===== config.mk =====
export PLATFORM = sky130hd
export DESIGN_NAME = i2c_fifo_tracker
export DESIGN_NICKNAME = d
export VERILOG_FILES = /design/src/rtl/i2c_fst_pkg.sv /design/src/rtl/i2c_fst_rst_sync.sv /design/src/rtl/i2c_fst_fifo.sv /design/src/rtl/i2c_fst_flags.sv /design/src/rtl/i2c_fst_abrt.sv /design/src/rtl/i2c_fifo_tracker.sv
export SDC_FILE = /design/constraint.sdc
export NUM_CORES = 1
export LEC_CHECK = 0
export BUFFER_PORTS_ARGS = -buffer_cell sky130_fd_sc_hd__buf_2
export CELL_PAD_IN_SITES_DETAIL_PLACEMENT = 1
export CELL_PAD_IN_SITES_GLOBAL_PLACEMENT = 1
export CORE_UTILIZATION = 52
export DETAILED_ROUTE_END_ITERATION = 10
export MAX_ROUTING_LAYER = met4
export PLACE_DENSITY_LB_ADDON = 0.3
export SLEW_MARGIN = 20
export SYNTH_ARGS = -nofsm -noshare
export SYNTH_HDL_FRONTEND = slang
export SYNTH_SLANG_ARGS = --single-unit

===== constraint.sdc =====
create_clock -name clk -period 3.3 [get_ports clk]
set_clock_uncertainty 0.1 [all_clocks]
set_input_delay 0.33 -clock clk [delete_from_list [all_inputs] [get_ports clk]]
set_output_delay 0.33 -clock clk [all_outputs]
set_load 0.01 [all_outputs]

===== src/rtl/i2c_fst_pkg.sv =====
package i2c_fst_pkg;

  localparam int unsigned REG_AW = 8;
  localparam int unsigned REG_DW = 32;

  localparam logic [REG_AW-1:0] OFS_STATUS = 8'h00;
  localparam logic [REG_AW-1:0] OFS_TXLVL  = 8'h04;
  localparam logic [REG_AW-1:0] OFS_RXLVL  = 8'h08;
  localparam logic [REG_AW-1:0] OFS_ABRT   = 8'h0C;

  localparam int unsigned NUM_QUEUES = 2;
  localparam int unsigned Q_TX = 0;
  localparam int unsigned Q_RX = 1;

  typedef struct packed {
    logic rx_nempty;
    logic tx_empty;
    logic tx_nfull;
  } fst_flags_t;

endpackage


===== src/rtl/i2c_fst_rst_sync.sv =====
module i2c_fst_rst_sync (
  input  logic clk,
  input  logic rst_n,
  output logic rst_n_sync
);

  logic [1:0] stage_q;

  always_ff @(posedge clk or negedge rst_n) begin
    if (!rst_n) stage_q <= 2'b00;
    else        stage_q <= {stage_q[0], 1'b1};
  end

  assign rst_n_sync = stage_q[1];

endmodule


===== src/rtl/i2c_fst_fifo.sv =====
module i2c_fst_fifo #(
  parameter int unsigned DEPTH = 8,
  parameter int unsigned WIDTH = 8,
  localparam int unsigned AW = (DEPTH > 1) ? $clog2(DEPTH) : 1,
  localparam int unsigned LW = $clog2(DEPTH + 1)
) (
  input  logic             clk,
  input  logic             rst_n,
  input  logic             flush,
  input  logic             push,
  input  logic [WIDTH-1:0] push_data,
  input  logic             pop,
  output logic [WIDTH-1:0] pop_data,
  output logic [LW-1:0]    level
);

  localparam logic [LW-1:0] LVL_FULL = LW'(DEPTH);
  localparam logic [AW-1:0] PTR_LAST = AW'(DEPTH - 1);

  logic [WIDTH-1:0] mem_q [DEPTH];
  logic [AW-1:0]    wptr_q, wptr_d;
  logic [AW-1:0]    rptr_q, rptr_d;
  logic [LW-1:0]    lvl_q, lvl_d;
  logic             pop_ok, push_ok;

  function automatic logic [AW-1:0] ptr_inc(input logic [AW-1:0] p);
    return (p == PTR_LAST) ? '0 : p + AW'(1);
  endfunction

  always_comb begin
    pop_ok  = pop  && !flush && (lvl_q != '0);
    push_ok = push && !flush && ((lvl_q != LVL_FULL) || pop_ok);
  end

  always_comb begin
    lvl_d  = lvl_q;
    wptr_d = wptr_q;
    rptr_d = rptr_q;
    if (flush) begin
      lvl_d  = '0;
      wptr_d = '0;
      rptr_d = '0;
    end else begin
      if (push_ok) wptr_d = ptr_inc(wptr_q);
      if (pop_ok)  rptr_d = ptr_inc(rptr_q);
      unique case ({push_ok, pop_ok})
        2'b10:   lvl_d = lvl_q + LW'(1);
        2'b01:   lvl_d = lvl_q - LW'(1);
        default: lvl_d = lvl_q;
      endcase
    end
  end

  always_ff @(posedge clk or negedge rst_n) begin
    if (!rst_n) begin
      lvl_q  <= '0;
      wptr_q <= '0;
      rptr_q <= '0;
    end else begin
      lvl_q  <= lvl_d;
      wptr_q <= wptr_d;
      rptr_q <= rptr_d;
    end
  end

  always_ff @(posedge clk) begin
    if (push_ok) mem_q[wptr_q] <= push_data;
  end

  assign pop_data = mem_q[rptr_q];
  assign level    = lvl_q;

  AST_LVL_BOUND: assert property (@(posedge clk) disable iff (!rst_n)
    lvl_q <= LVL_FULL);
  AST_LVL_STEP: assert property (@(posedge clk) disable iff (!rst_n)
    !flush |=> (lvl_q == $past(lvl_q)) || (lvl_q == $past(lvl_q) + LW'(1))
               || (lvl_q + LW'(1) == $past(lvl_q)));
  AST_FLUSH_EMPTIES: assert property (@(posedge clk) disable iff (!rst_n)
    flush |=> (lvl_q == '0));
  AST_FULL_PUSH_HELD: assert property (@(posedge clk) disable iff (!rst_n)
    (!flush && push && !pop && lvl_q == LVL_FULL) |=> (lvl_q == LVL_FULL));
  AST_EMPTY_POP_HELD: assert property (@(posedge clk) disable iff (!rst_n)
    (!flush && pop && !push && lvl_q == '0) |=> (lvl_q == '0));
  AST_BOTH_STEADY: assert property (@(posedge clk) disable iff (!rst_n)
    (!flush && push && pop && lvl_q != '0) |=> $stable(lvl_q));

endmodule


===== src/rtl/i2c_fst_flags.sv =====
module i2c_fst_flags
  import i2c_fst_pkg::*;
#(
  parameter int unsigned DEPTH = 8,
  localparam int unsigned LW = $clog2(DEPTH + 1)
) (
  input  logic          clk,
  input  logic          rst_n,
  input  logic [LW-1:0] tx_lvl,
  input  logic [LW-1:0] rx_lvl,
  output fst_flags_t    flags
);

  fst_flags_t flags_q, flags_d;

  always_comb begin
    flags_d.rx_nempty = (rx_lvl != '0);
    flags_d.tx_empty  = (tx_lvl == '0);
    flags_d.tx_nfull  = (tx_lvl != LW'(DEPTH));
  end

  always_ff @(posedge clk or negedge rst_n) begin
    if (!rst_n) begin
      flags_q.rx_nempty <= 1'b0;
      flags_q.tx_empty  <= 1'b1;
      flags_q.tx_nfull  <= 1'b1;
    end else begin
      flags_q <= flags_d;
    end
  end

  assign flags = flags_q;

  AST_RXNE_FOLLOWS: assert property (@(posedge clk) disable iff (!rst_n)
    (rx_lvl != '0) |=> flags_q.rx_nempty);
  AST_TXE_EXCL_FULL: assert property (@(posedge clk) disable iff (!rst_n)
    !(flags_q.tx_empty && !flags_q.tx_nfull));
  AST_TXNF_DROPS: assert property (@(posedge clk) disable iff (!rst_n)
    (tx_lvl == LW'(DEPTH)) |=> !flags_q.tx_nfull);

endmodule


===== src/rtl/i2c_fst_abrt.sv =====
module i2c_fst_abrt #(
  parameter int unsigned NCAUSE = 16
) (
  input  logic              clk,
  input  logic              rst_n,
  input  logic              set_en,
  input  logic [NCAUSE-1:0] cause,
  input  logic              clr,
  output logic [NCAUSE-1:0] src
);

  logic [NCAUSE-1:0] src_q, src_d;

  always_comb begin
    src_d = src_q;
    if (clr)         src_d = '0;
    else if (set_en) src_d = src_q | cause;
  end

  always_ff @(posedge clk or negedge rst_n) begin
    if (!rst_n) src_q <= '0;
    else        src_q <= src_d;
  end

  assign src = src_q;

  AST_CLR_WINS: assert property (@(posedge clk) disable iff (!rst_n)
    clr |=> (src_q == '0));
  AST_BITS_STICKY: assert property (@(posedge clk) disable iff (!rst_n)
    !clr |=> ((src_q & $past(src_q)) == $past(src_q)));

endmodule


===== src/rtl/i2c_fifo_tracker.sv =====
module i2c_fifo_tracker
  import i2c_fst_pkg::*;
#(
  parameter int unsigned DEPTH  = 8,
  parameter int unsigned WIDTH  = 8,
  parameter int unsigned NCAUSE = 16
) (
  input  logic              clk,
  input  logic              rst_n,
  input  logic              ctrl_en_i,
  input  logic              tx_abort_i,
  input  logic [NCAUSE-1:0] abrt_cause_i,
  input  logic              slv_bulk_abort_i,
  input  logic              intr_clr_all_i,
  input  logic              host_tx_push_i,
  input  logic [WIDTH-1:0]  host_tx_data_i,
  input  logic              host_rx_pop_i,
  output logic [WIDTH-1:0]  host_rx_data_o,
  input  logic              eng_tx_pop_i,
  output logic [WIDTH-1:0]  eng_tx_data_o,
  input  logic              eng_rx_push_i,
  input  logic [WIDTH-1:0]  eng_rx_data_i,
  input  logic              reg_rd_en_i,
  input  logic [REG_AW-1:0] reg_addr_i,
  output logic [REG_DW-1:0] reg_rdata_o
);

  localparam int unsigned LW = $clog2(DEPTH + 1);

  logic rst_n_int;

  i2c_fst_rst_sync u_rst_sync (
    .clk        (clk),
    .rst_n      (rst_n),
    .rst_n_sync (rst_n_int)
  );

  logic [NUM_QUEUES-1:0] q_push, q_pop, q_flush;
  logic [WIDTH-1:0]      q_wdata [NUM_QUEUES];
  logic [WIDTH-1:0]      q_rdata [NUM_QUEUES];
  logic [LW-1:0]         q_lvl   [NUM_QUEUES];
  logic                  flush_all;

  assign flush_all = !ctrl_en_i || tx_abort_i;

  assign q_push[Q_TX]  = host_tx_push_i;
  assign q_pop[Q_TX]   = eng_tx_pop_i;
  assign q_wdata[Q_TX] = host_tx_data_i;
  assign q_flush[Q_TX] = flush_all || slv_bulk_abort_i;

  assign q_push[Q_RX]  = eng_rx_push_i;
  assign q_pop[Q_RX]   = host_rx_pop_i;
  assign q_wdata[Q_RX] = eng_rx_data_i;
  assign q_flush[Q_RX] = flush_all;

  for (genvar g = 0; g < NUM_QUEUES; g++) begin : g_queue
    i2c_fst_fifo #(
      .DEPTH (DEPTH),
      .WIDTH (WIDTH)
    ) u_fifo (
      .clk       (clk),
      .rst_n     (rst_n_int),
      .flush     (q_flush[g]),
      .push      (q_push[g]),
      .push_data (q_wdata[g]),
      .pop       (q_pop[g]),
      .pop_data  (q_rdata[g]),
      .level     (q_lvl[g])
    );
  end

  assign eng_tx_data_o  = q_rdata[Q_TX];
  assign host_rx_data_o = q_rdata[Q_RX];

  fst_flags_t flags;

  i2c_fst_flags #(
    .DEPTH (DEPTH)
  ) u_flags (
    .clk    (clk),
    .rst_n  (rst_n_int),
    .tx_lvl (q_lvl[Q_TX]),
    .rx_lvl (q_lvl[Q_RX]),
    .flags  (flags)
  );

  logic              abrt_rd;
  logic              abrt_clr;
  logic [NCAUSE-1:0] abrt_src;

  assign abrt_rd  = reg_rd_en_i && (reg_addr_i == OFS_ABRT);
  assign abrt_clr = abrt_rd || intr_clr_all_i;

  i2c_fst_abrt #(
    .NCAUSE (NCAUSE)
  ) u_abrt (
    .clk    (clk),
    .rst_n  (rst_n_int),
    .set_en (tx_abort_i),
    .cause  (abrt_cause_i),
    .clr    (abrt_clr),
    .src    (abrt_src)
  );

  logic [REG_DW-1:0] rdata_d, rdata_q;
  logic [3:0]        status_word;

  assign status_word = {flags.rx_nempty, flags.tx_empty, flags.tx_nfull, 1'b0};

  always_comb begin
    rdata_d = '0;
    if (reg_rd_en_i) begin
      unique case (reg_addr_i)
        OFS_STATUS: rdata_d = REG_DW'(status_word);
        OFS_TXLVL:  rdata_d = REG_DW'(q_lvl[Q_TX]);
        OFS_RXLVL:  rdata_d = REG_DW'(q_lvl[Q_RX]);
        OFS_ABRT:   rdata_d = REG_DW'(abrt_src);
        default:    rdata_d = '0;
      endcase
    end
  end

  always_ff @(posedge clk or negedge rst_n_int) begin
    if (!rst_n_int) rdata_q <= '0;
    else            rdata_q <= rdata_d;
  end

  assign reg_rdata_o = rdata_q;

  AST_RD_IDLE_ZERO: assert property (@(posedge clk) disable iff (!rst_n_int)
    !reg_rd_en_i |=> (reg_rdata_o == '0));
  AST_READ_CLEARS: assert property (@(posedge clk) disable iff (!rst_n_int)
    (abrt_rd && !tx_abort_i) |=> (abrt_src == '0));
  AST_BULK_KEEPS_RX: assert property (@(posedge clk) disable iff (!rst_n_int)
    (slv_bulk_abort_i && ctrl_en_i && !tx_abort_i && !eng_rx_push_i && !host_rx_pop_i)
    |=> $stable(q_lvl[Q_RX]));

endmodule


# [After elaboration in Yosys (flattened, before gate mapping)]
# Memory sizes are Yosys's and may differ from the RTL's.
# Cells that the tools add are included.
[totals] reg_bits=73 latchBits=0 ram_bits=128 rom_bits=0 inputBits=51 output_inout_bits=48 elab_cells=88 memories=2
[memory_table] memory="g_queue[0].u_fifo.mem_q" depth=8 word_bits=8 read_ports=1 rd_ports_with_merged_regs=0 write_ports=1 line="i2c_fst_fifo.sv:20" rtl="logic [WIDTH-1:0] mem_q [DEPTH];"
[memory_table] memory="g_queue[1].u_fifo.mem_q" depth=8 word_bits=8 read_ports=1 rd_ports_with_merged_regs=0 write_ports=1 line="i2c_fst_fifo.sv:20"
[op_classes] n_addsub=8 multipliers=0 div_mod_pow=0 magnitude_cmp=0 eq_ne=13 n_shift=0 mux=24 n_bitwise=1 reduce_logical=28
[op_table] cell="case mux 16 bit (4 select lines)" n=1
[op_table] cell="2-to-1 mux 3 bit" n=12
[op_table] cell="2-to-1 mux 16 bit" n=2
[op_table] cell="2-to-1 mux 32 bit" n=1
[op_table] cell="equality test 8 x 4 -> 1 bit (second input constant)" n=2
[op_table] cell="OR 16 bit" n=1
[op_table] cell="case mux 4 bit (2 select lines)" n=2
[op_table] cell="adder 3 x 1 -> 3 bit (second input constant)" n=4
[op_table] cell="equality test 3 bit (second input constant)" n=4
[op_table] cell="nonzero test 2 bit" n=5
[op_table] cell="logical AND 1 bit" n=9
[op_table] cell="adder 4 x 1 -> 4 bit (second input constant)" n=2
[op_table] cell="equality test 8 x 3 -> 1 bit (second input constant)" n=1
[op_table] cell="logical NOT 8 bit" n=1
[op_table] cell="2-to-1 mux 4 bit" n=2
[op_table] cell="inequality test 4 bit (second input constant)" n=2
[op_table] cell="nonzero test 4 bit" n=2
[op_table] cell="subtractor 4 x 1 -> 4 bit (second input constant)" n=2
[op_table] cell="nonzero test 3 bit" n=2
[op_table] cell="logical OR 1 bit" n=5
[op_table] cell="equality test 2 x 1 -> 1 bit (second input constant)" n=2
[op_table] cell="equality test 2 bit (second input constant)" n=2
[op_table] cell="logical NOT 4 bit" n=1
[op_table] cell="2-to-1 mux 1 bit" n=4
[op_table] cell="logical NOT 1 bit" n=3

# [Depth between registers and ports, before layout]
# Gate-level depths: netlist of run 1.
[logic_depth] word_depth=11 mapped_depth=13 depth_no_buf=10

# [Hierarchy]
# Synthesis of run 1 repeated with hierarchy kept, for this count alone.
[unflattened] hier_cells=486 area_unflattened_um2=8074.0
[modules_own_cells] module="i2c_fst_fifo" n_inst=2 cells_each=181 area_each_um2=3245.6 seq_area_each_um2=2172.1
[modules_own_cells] module="i2c_fifo_tracker" n_inst=1 cells_each=63 area_each_um2=802.0 seq_area_each_um2=400.4
[modules_own_cells] module="i2c_fst_abrt" n_inst=1 cells_each=52 area_each_um2=625.6 seq_area_each_um2=400.4
[modules_own_cells] module="i2c_fst_flags" n_inst=1 cells_each=6 area_each_um2=101.3 seq_area_each_um2=77.6
[modules_own_cells] module="i2c_fst_rst_sync" n_inst=1 cells_each=3 area_each_um2=53.8 seq_area_each_um2=50.0

# [Least setup slack after synthesis of run 1]
# No wires, ideal clock.
[synth_timing] path_type="flip-flop to flip-flop" startpoint="register g_queue[0].u_fifo.lvl_q[1]" endpoint="register g_queue[0].u_fifo.lvl_q[2]" setup_ns=0.078 t_arrival_ns=2.727 t_required_ns=3.122 slack_ns=0.394 path_stages_with_launch=14 path_cell_list="dfrtp_1 > buf_2 > or4b_4 > o21ai_4 > or2_1 > buf_4 > ha_1 > clkbuf_1 > xor2_1 > ha_1 > a21oi_1 > xor2_1 > or3_1 > a21oi_1"
[synth_lines] item="start, declared" line="i2c_fst_fifo.sv:23" rtl="logic [LW-1:0] lvl_q, lvl_d;"
[synth_lines] item="start signal, assigned" line="i2c_fst_fifo.sv:60" rtl="lvl_q <= lvl_d;"

==> impl_metrics.env, run 1 <==
export IMPL_synth_edf_count=128
export IMPL_avgRoutedWirePerCell_um=21.88
export IMPL_fp_dieArea_um2=15370
export IMPL_synth_cells=467
export IMPL_cp_end_kind="register"
export IMPL_worstPathArrival_ns=3.36
export IMPL_min_delay_start="abrt_cause_i[4]"
export IMPL_cts_setup_buffers=0
export IMPL_seq_area_frac_synth=0.6817
export IMPL_clock_sinks=185
export IMPL_grt_busiest_layer="met2"
export IMPL_use_met3=0.05723
export IMPL_grt_pass1_vias=4818
export IMPL_synth_main_ff_cell="edfxtp_1"
export IMPL_cp_slowest_cell="or4b_4"
export IMPL_firstDrtPassIters=4
export IMPL_final_hold_viol_count=0
export IMPL_rows=44
export IMPL_worstMarginPinSlew_ns=0.8892
export IMPL_clk_latency_ns=0.43
export IMPL_die_h_um=124.0
export IMPL_grt_start_max_net_pins=38
export IMPL_final_cells=763
export IMPL_cp_cell_sequence="or4b_4 > o21ai_4 > or2_4 > ha_2 > xor2_1 > ha_1 > a21oi_1 > xor2_1 > or3_1 > a21oi_1"
export IMPL_antenna_left=0
export IMPL_synth_seq_cells=185
export IMPL_ir_worst_vdd_mv=0.3139
export IMPL_wl_um=16700
export IMPL_hpwl_um=11150
export IMPL_rsz0062_at_grt="no"
export IMPL_drv_slew=0
export IMPL_rrSetupSlack_ns=0.19
export IMPL_die_w_um=124.0
export IMPL_max_stage_delay_ns=0.63
export IMPL_syn_avg_cell_area_um2=16.56
export IMPL_dpl_worst_slack_ns=0.1476
export IMPL_core_um2=14530
export IMPL_portBuffers=82
export IMPL_ys_async_sr_fraction=0.3081
export IMPL_grt_pass1_wl_um=26180
export IMPL_min_period_ns=3.105
export IMPL_startpoint="g_queue[0].u_fifo.level[1]"
export IMPL_seqCellArea_um2=5274
export IMPL_setup_violations=0
export IMPL_htreeDepth=4
export IMPL_slew_headroom=0.4050
export IMPL_hold_ws_ns=0.03006
export IMPL_cp_max_fo=9
export IMPL_layout_setup_ws_ns=0.1948
export IMPL_grtUsageTotal=0.2466
export IMPL_p_leak_nw=3.447
export IMPL_drc=0
export IMPL_cts_root_buffer="clkbuf_16"
export IMPL_worstPathRequired_ns=3.55
export IMPL_use_met2=0.4073
export IMPL_cts_tree="built"
export IMPL_fmax_ghz=0.3220
export IMPL_clockBufferDepth=2
export IMPL_drive_gt1_frac=0.3506
export IMPL_status="completed"
export IMPL_clk_pin_slew_ns=0.07
export IMPL_met1_usage=0.3034
export IMPL_reg2reg_from="g_queue[0].u_fifo.level[1]"
export IMPL_viasPerCell=5.785
export IMPL_multiInputGateArea_um2=2285
export IMPL_worstPathBufferInverterCount=0
export IMPL_cts_buffers=17
export IMPL_crit_family="simple AND/OR/NAND/NOR gates"
export IMPL_drtIter0Drc=224
export IMPL_diodes=0
export IMPL_antenna_found_initial=0
export IMPL_io_pin_count=99
export IMPL_grt_overflow=0
export IMPL_fin_setup_tns_ns=0
export IMPL_yosys_warnings=0
export IMPL_ys_types=53
export IMPL_worstSetupPathType="reg -> reg"
export IMPL_power_density_nw_per_um2=520.1
export IMPL_drv_cap=0
export IMPL_period_share=0.9410
export IMPL_hold_path_class="in -> reg"
export IMPL_vias=4414
export IMPL_place_congestion=0.8032
export IMPL_start_kind="register"
export IMPL_post_place_cells=730
export IMPL_syn_area_um2=7735
export IMPL_final_nets=631
export IMPL_start_util=0.5322
export IMPL_fillers=1386
export IMPL_syn_to_final_growth_pct=15.24
## worst paths after layout
check | end | depth (start not counted)
hold / removal | u_abrt.src[4] | 3
min in group asynchronous | u_rst_sync.stage_q[1] | 2
max in group asynchronous | g_queue[0].u_fifo.rptr_q[2] | 1
hold reg to reg | reg_rdata_o[2] | 0
setup / recovery | g_queue[0].u_fifo.level[2] | 10
setup reg to reg | g_queue[0].u_fifo.level[2] | 10
## per-layer routing
| layer | part of all wire | wire (µm) |
|---|---|---|
| met1 | 0.42 | 6962 |
| met2 | 0.53 | 8784 |
| met3 | 0.044 | 736 |
| met4 | 0.013 | 214 |
| met5 | 0 | 0 |
## power breakdown
group	internal, mW	switching [mW]
Combinational	0.0916	0.128
Sequential	2.51	0.0300
Clock	0.978	0.896
## cell families (layout without fill, tap and decap cells)
group / count (synthesis) / after routing / share of synthesized area
XOR/XNOR: 5 / 5 / 0.005661
AO/OA/AOI/OAI: 49 / 49 / 0.04303
buffers and inverters: 40 / 137 / 0.03090
flip-flops: 185 / 185 / 0.6817
other: 2 / 17 / 0.0009709
AND/OR/NAND/NOR: 113 / 113 / 0.07619
multiplexers: 59 / 59 / 0.1380
adder cells (fa/ha/maj): 14 / 14 / 0.02362
## synthesized netlist by cell type (4+ instances only)
| cell | instances | share of area |
|---|---|---|
| mux2_2 | 17 | 0.025 |
| nor3_1 | 14 | 0.0091 |
| and2_1 | 12 | 0.0097 |
| mux4_2 | 35 | 0.10 |
| xor2_1 | 5 | 0.0057 |
| mux2i_1 | 5 | 0.0065 |
| a21oi_1 | 30 | 0.019 |
| or3_1 | 4 | 0.0032 |
| nand2b_1 | 7 | 0.0057 |
| ha_1 | 13 | 0.021 |
| nor2_1 | 37 | 0.018 |
| o21ai_0 | 5 | 0.0032 |
| nand3_1 | 6 | 0.0039 |
| nor2b_1 | 5 | 0.0040 |
| edfxtp_1 | 128 | 0.50 |
| dfrtp_1 | 55 | 0.18 |
| buf_4 | 18 | 0.017 |
| buf_2 | 11 | 0.0071 |
| nand2_1 | 10 | 0.0049 |
| nor4_1 | 4 | 0.0032 |
| clkbuf_1 | 7 | 0.0034 |
## tightest hold or removal path, stage by stage
cell,delay (ns)
buf_2,0.08
a21oi_1,0.05
nor2_1,0.07
## through the flow
stage	total power, mW	utilization	area, µm²
after floorplan	2.727	-	7791
after global placement	2.790	0.5749	8356
after detailed placement	2.808	0.5749	8356
after CTS	4.673	0.6129	8909
after global routing	4.785	0.6133	8914
final	4.636	0.6133	8914
## cell type report
| cell class | count | share of cell area |
|---|---|---|
| clock buffer | 17 | 0.04773 |
| multi-input combinational | 257 | 0.2563 |
| sequential | 185 | 0.5917 |
| inverter | 1 | 0.0004211 |
| clock inverter | 15 | 0.01319 |
| tap | 184 | 0.02583 |
| timing repair buffer | 104 | 0.06485 |
## cell usage in the layout (no fill, tap or decap), drive strengths merged, types with 4 or more instances in the layout
cell	count
nor2	37
ha	13
a21oi	31
mux4	35
buf	103
inv	8
clkinv	5
clkbuf	17
conb	17
and2	13
mux2i	6
nor2b	5
nor3	14
edfxtp	128
nor4	4
nand3	6
xor2	5
nand2b	7
or3	5
mux2	18
o21ai	7
nand2	10
dfrtp	55
## state kept, by name, summed over array words and instances, names as in the netlist
register and cells:
u_abrt.src 16, u_flags.flags 3, g_queue.u_fifo.rptr_q 6, g_queue.u_fifo.wptr_q 6, g_queue.u_fifo.mem_q 128, reg_rdata_o 16
u_rst_sync.stage_q 2, g_queue.u_fifo.level 8
## repair_timing
item / CTS / global route
resized for setup: 0 / 2
endpoints found under the setup margin: 0 / 1
hold buffers: 1 / 0
hold endpoints to repair: 2 / 0
Power figures use the tool's default switching activity.
==> inputs of run 2 (changes only) <==
--- a/config.mk
+++ b/config.mk
@@ -8,6 +8,7 @@
 export BUFFER_PORTS_ARGS = -buffer_cell sky130_fd_sc_hd__buf_2
 export CELL_PAD_IN_SITES_DETAIL_PLACEMENT = 1
 export CELL_PAD_IN_SITES_GLOBAL_PLACEMENT = 1
+export CORE_ASPECT_RATIO = 0.75
 export CORE_UTILIZATION = 52
 export DETAILED_ROUTE_END_ITERATION = 10
 export MAX_ROUTING_LAYER = met4
==> run 2 against run 1 <==
Combinational power about the same; sequential share of layout area increased by 0.067 points; maximum frequency decreased by 1.6%; register-to-register slack got worse by 0.05 ns; flip-flop and latch count unchanged; first-iteration DRC count increased by 37%; wire length decreased by 4.4%; global-route usage decreased by 1.0 points; sequential power about the same; critical endpoint unchanged.
==> impl_metrics.env, run 2 (synthesis gave the netlist of run 1 again) <==
export IMPL_status="completed"
export IMPL_antenna_left=0
export IMPL_fp_dieArea_um2=15370
export IMPL_worstPathRequired_ns=3.54
export IMPL_final_common_cell="edfxtp_1"
export IMPL_diodes=0
export IMPL_clkPwrFrac=0.392
export IMPL_core_um2=14500
export IMPL_start_kind="register"
export IMPL_grt_pass1_vias=4669
export IMPL_clock_sinks=185
export IMPL_clk_latency_ns=0.43
export IMPL_wl_um=15970
export IMPL_io_pin_count=99
export IMPL_period_share=0.9559
export IMPL_grtUsageTotal=0.2364
export IMPL_die_h_um=107.6
export IMPL_clockBufferDepth=2
export IMPL_seqCellArea_um2=5274
export IMPL_p_leak_nw=3.442
export IMPL_clk_pin_slew_ns=0.06
export IMPL_drc=0
export IMPL_portBuffers=82
export IMPL_power_density_nw_per_um2=509.4
export IMPL_hold_path_class="in -> reg"
export IMPL_grt_overflow=0
export IMPL_avgRoutedWirePerCell_um=20.48
export IMPL_p_comb_frac=0.048
export IMPL_die_w_um=142.8
export IMPL_share_seq_of_total_power=0.560
export IMPL_grt_pass1_wl_um=25290
export IMPL_drtIter0Drc=307
export IMPL_final_cell_mix="edfxtp_1 (128), buf_2 (82), dfrtp_1 (54)"
export IMPL_p_switching_mw=0.9847
export IMPL_hpwl_um=10600
export IMPL_slew_headroom=0.4315
export IMPL_worstMarginPinSlew_ns=0.8496
export IMPL_fin_setup_tns_ns=0
export IMPL_fmax_ghz=0.3170
export IMPL_rows=38
export IMPL_post_place_cells=747
export IMPL_cts_root_buffer="clkbuf_16"
export IMPL_worstSetupPathType="reg -> reg"
export IMPL_worstPathArrival_ns=3.40
export IMPL_final_hold_viol_count=0
export IMPL_cp_max_fo=8
export IMPL_drive_gt1_frac=0.3448
export IMPL_place_congestion=0.7756
export IMPL_final_nets=632
export IMPL_grt_start_max_net_pins=36
export IMPL_rr_worst_depth=10
export IMPL_fillers=1364
export IMPL_cts_setup_buffers=0
export IMPL_htreeDepth=4
export IMPL_cts_tree="built"
export IMPL_firstDrtPassIters=4
export IMPL_cts_repair_resized=0
export IMPL_largest_reg_flops=128
export IMPL_drv_cap=0
export IMPL_vias=4380
export IMPL_top_register="g_queue.u_fifo.mem_q"
export IMPL_cts_buffers=17
export IMPL_rsz0062_at_grt="no"
export IMPL_intPower_mw=3.551
export IMPL_drv_slew=0
export IMPL_min_period_ns=3.154
export IMPL_setup_violations=0
export IMPL_antenna_found_initial=0
export IMPL_syn_to_final_growth_pct=15.11
export IMPL_ir_worst_vdd_mv=0.3566
export IMPL_switching_share=0.2171
export IMPL_viasPerCell=5.615
export IMPL_cp_end_kind="register"
export IMPL_worstHoldPathCells=3
export IMPL_multiInputGateArea_um2=2280
export IMPL_start_util=0.5334
export IMPL_final_cells=780
[run 2: cell types whose count changed in the layout (fill, tap and decap cells not counted), sizes merged]
| cell | delta |
|---|---|
| clkinv | +5 |
| inv | -5 |
| buf | +1 |
[run 2: power by group through the flow]
stage	logic (mW)	registers (mW)	clock network (mW)
6_report	0.217	2.54	1.78
5_1_grt	0.241	2.55	1.91
4_1_cts	0.219	2.54	1.82
3_5_place_dp	0.215	2.59	0
3_3_place_gp	0.203	2.59	0
2_1_floorplan	0.143	2.58	0
[run 2: per-stage QoR]
stage | total power [mW] | worst slack (ns) | utilization | cell area [µm²] | hold WS, ns
after global routing | 4.693 | 0.01635 | 0.6140 | 8904 | 0.04364
after global placement | 2.790 | 0.4006 | 0.5781 | 8383 | 0.01356
after floorplan | 2.727 | 0.3945 | - | 7791 | -0.06559
after detailed placement | 2.804 | 0.2073 | 0.5781 | 8383 | 0.01968
after CTS | 4.586 | 0.1464 | 0.6140 | 8904 | 0.02348
final | 4.535 | 0.1456 | 0.6140 | 8904 | 0.04380
[run 2: path summary, 6_finish.rpt]
| check | from | to | slack [ns] |
|---|---|---|---|
| worst max-delay path | g_queue[0].u_fifo.level[0] | g_queue[0].u_fifo.level[2] | 0.15 |
| worst min-delay path | abrt_cause_i[7] | u_abrt.src[7] | 0.04 |
| worst max register to register | g_queue[0].u_fifo.level[0] | g_queue[0].u_fifo.level[2] | 0.15 |
| worst min register to register | u_rst_sync.stage_q[0] | u_rst_sync.stage_q[1] | 0.26 |
| max in group asynchronous | u_rst_sync.stage_q[1] | u_abrt.src[9] | 2.03 |
| min in group asynchronous | rst_n | u_rst_sync.stage_q[1] | 0.11 |
[run 2: routing by layer]
metal	routed length, µm	vias up	GRT usage	part of all wire
li1	-	1957	-	-
met1	7160	2294	0.3079	0.45
met2	7939	121	0.3739	0.50
met3	784	8	0.05783	0.049
met4	86	0	0.06605	0.0054
met5	0	-	-	0
[run 2: critical path: stages, from the launching register on]
cell and delay (ns):
dfrtp_1 0.48, or4b_4 0.59, o21ai_4 0.21, or2_1 0.25, ha_1 0.36, xor2_1 0.21
ha_1 0.17, a21oi_1 0.05, xor2_1 0.16, or3_1 0.33, a21oi_1 0.17
[run 2: timing repair]
action                                 4_1_cts  5_1_grt
endpoints found under the hold margin        2        0
hold buffers                                 1        0
setup endpoints to repair                    0        0
[run 2: cell type report]
class | instances | area share
Clock buffer | 17 | 0.04778
Clock inverter | 15 | 0.009556
Inverter | 1 | 0.0004216
Multi-Input combinational cell | 257 | 0.2560
Sequential cell | 185 | 0.5923
Tap cell | 200 | 0.02811
Timing Repair Buffer | 105 | 0.06577
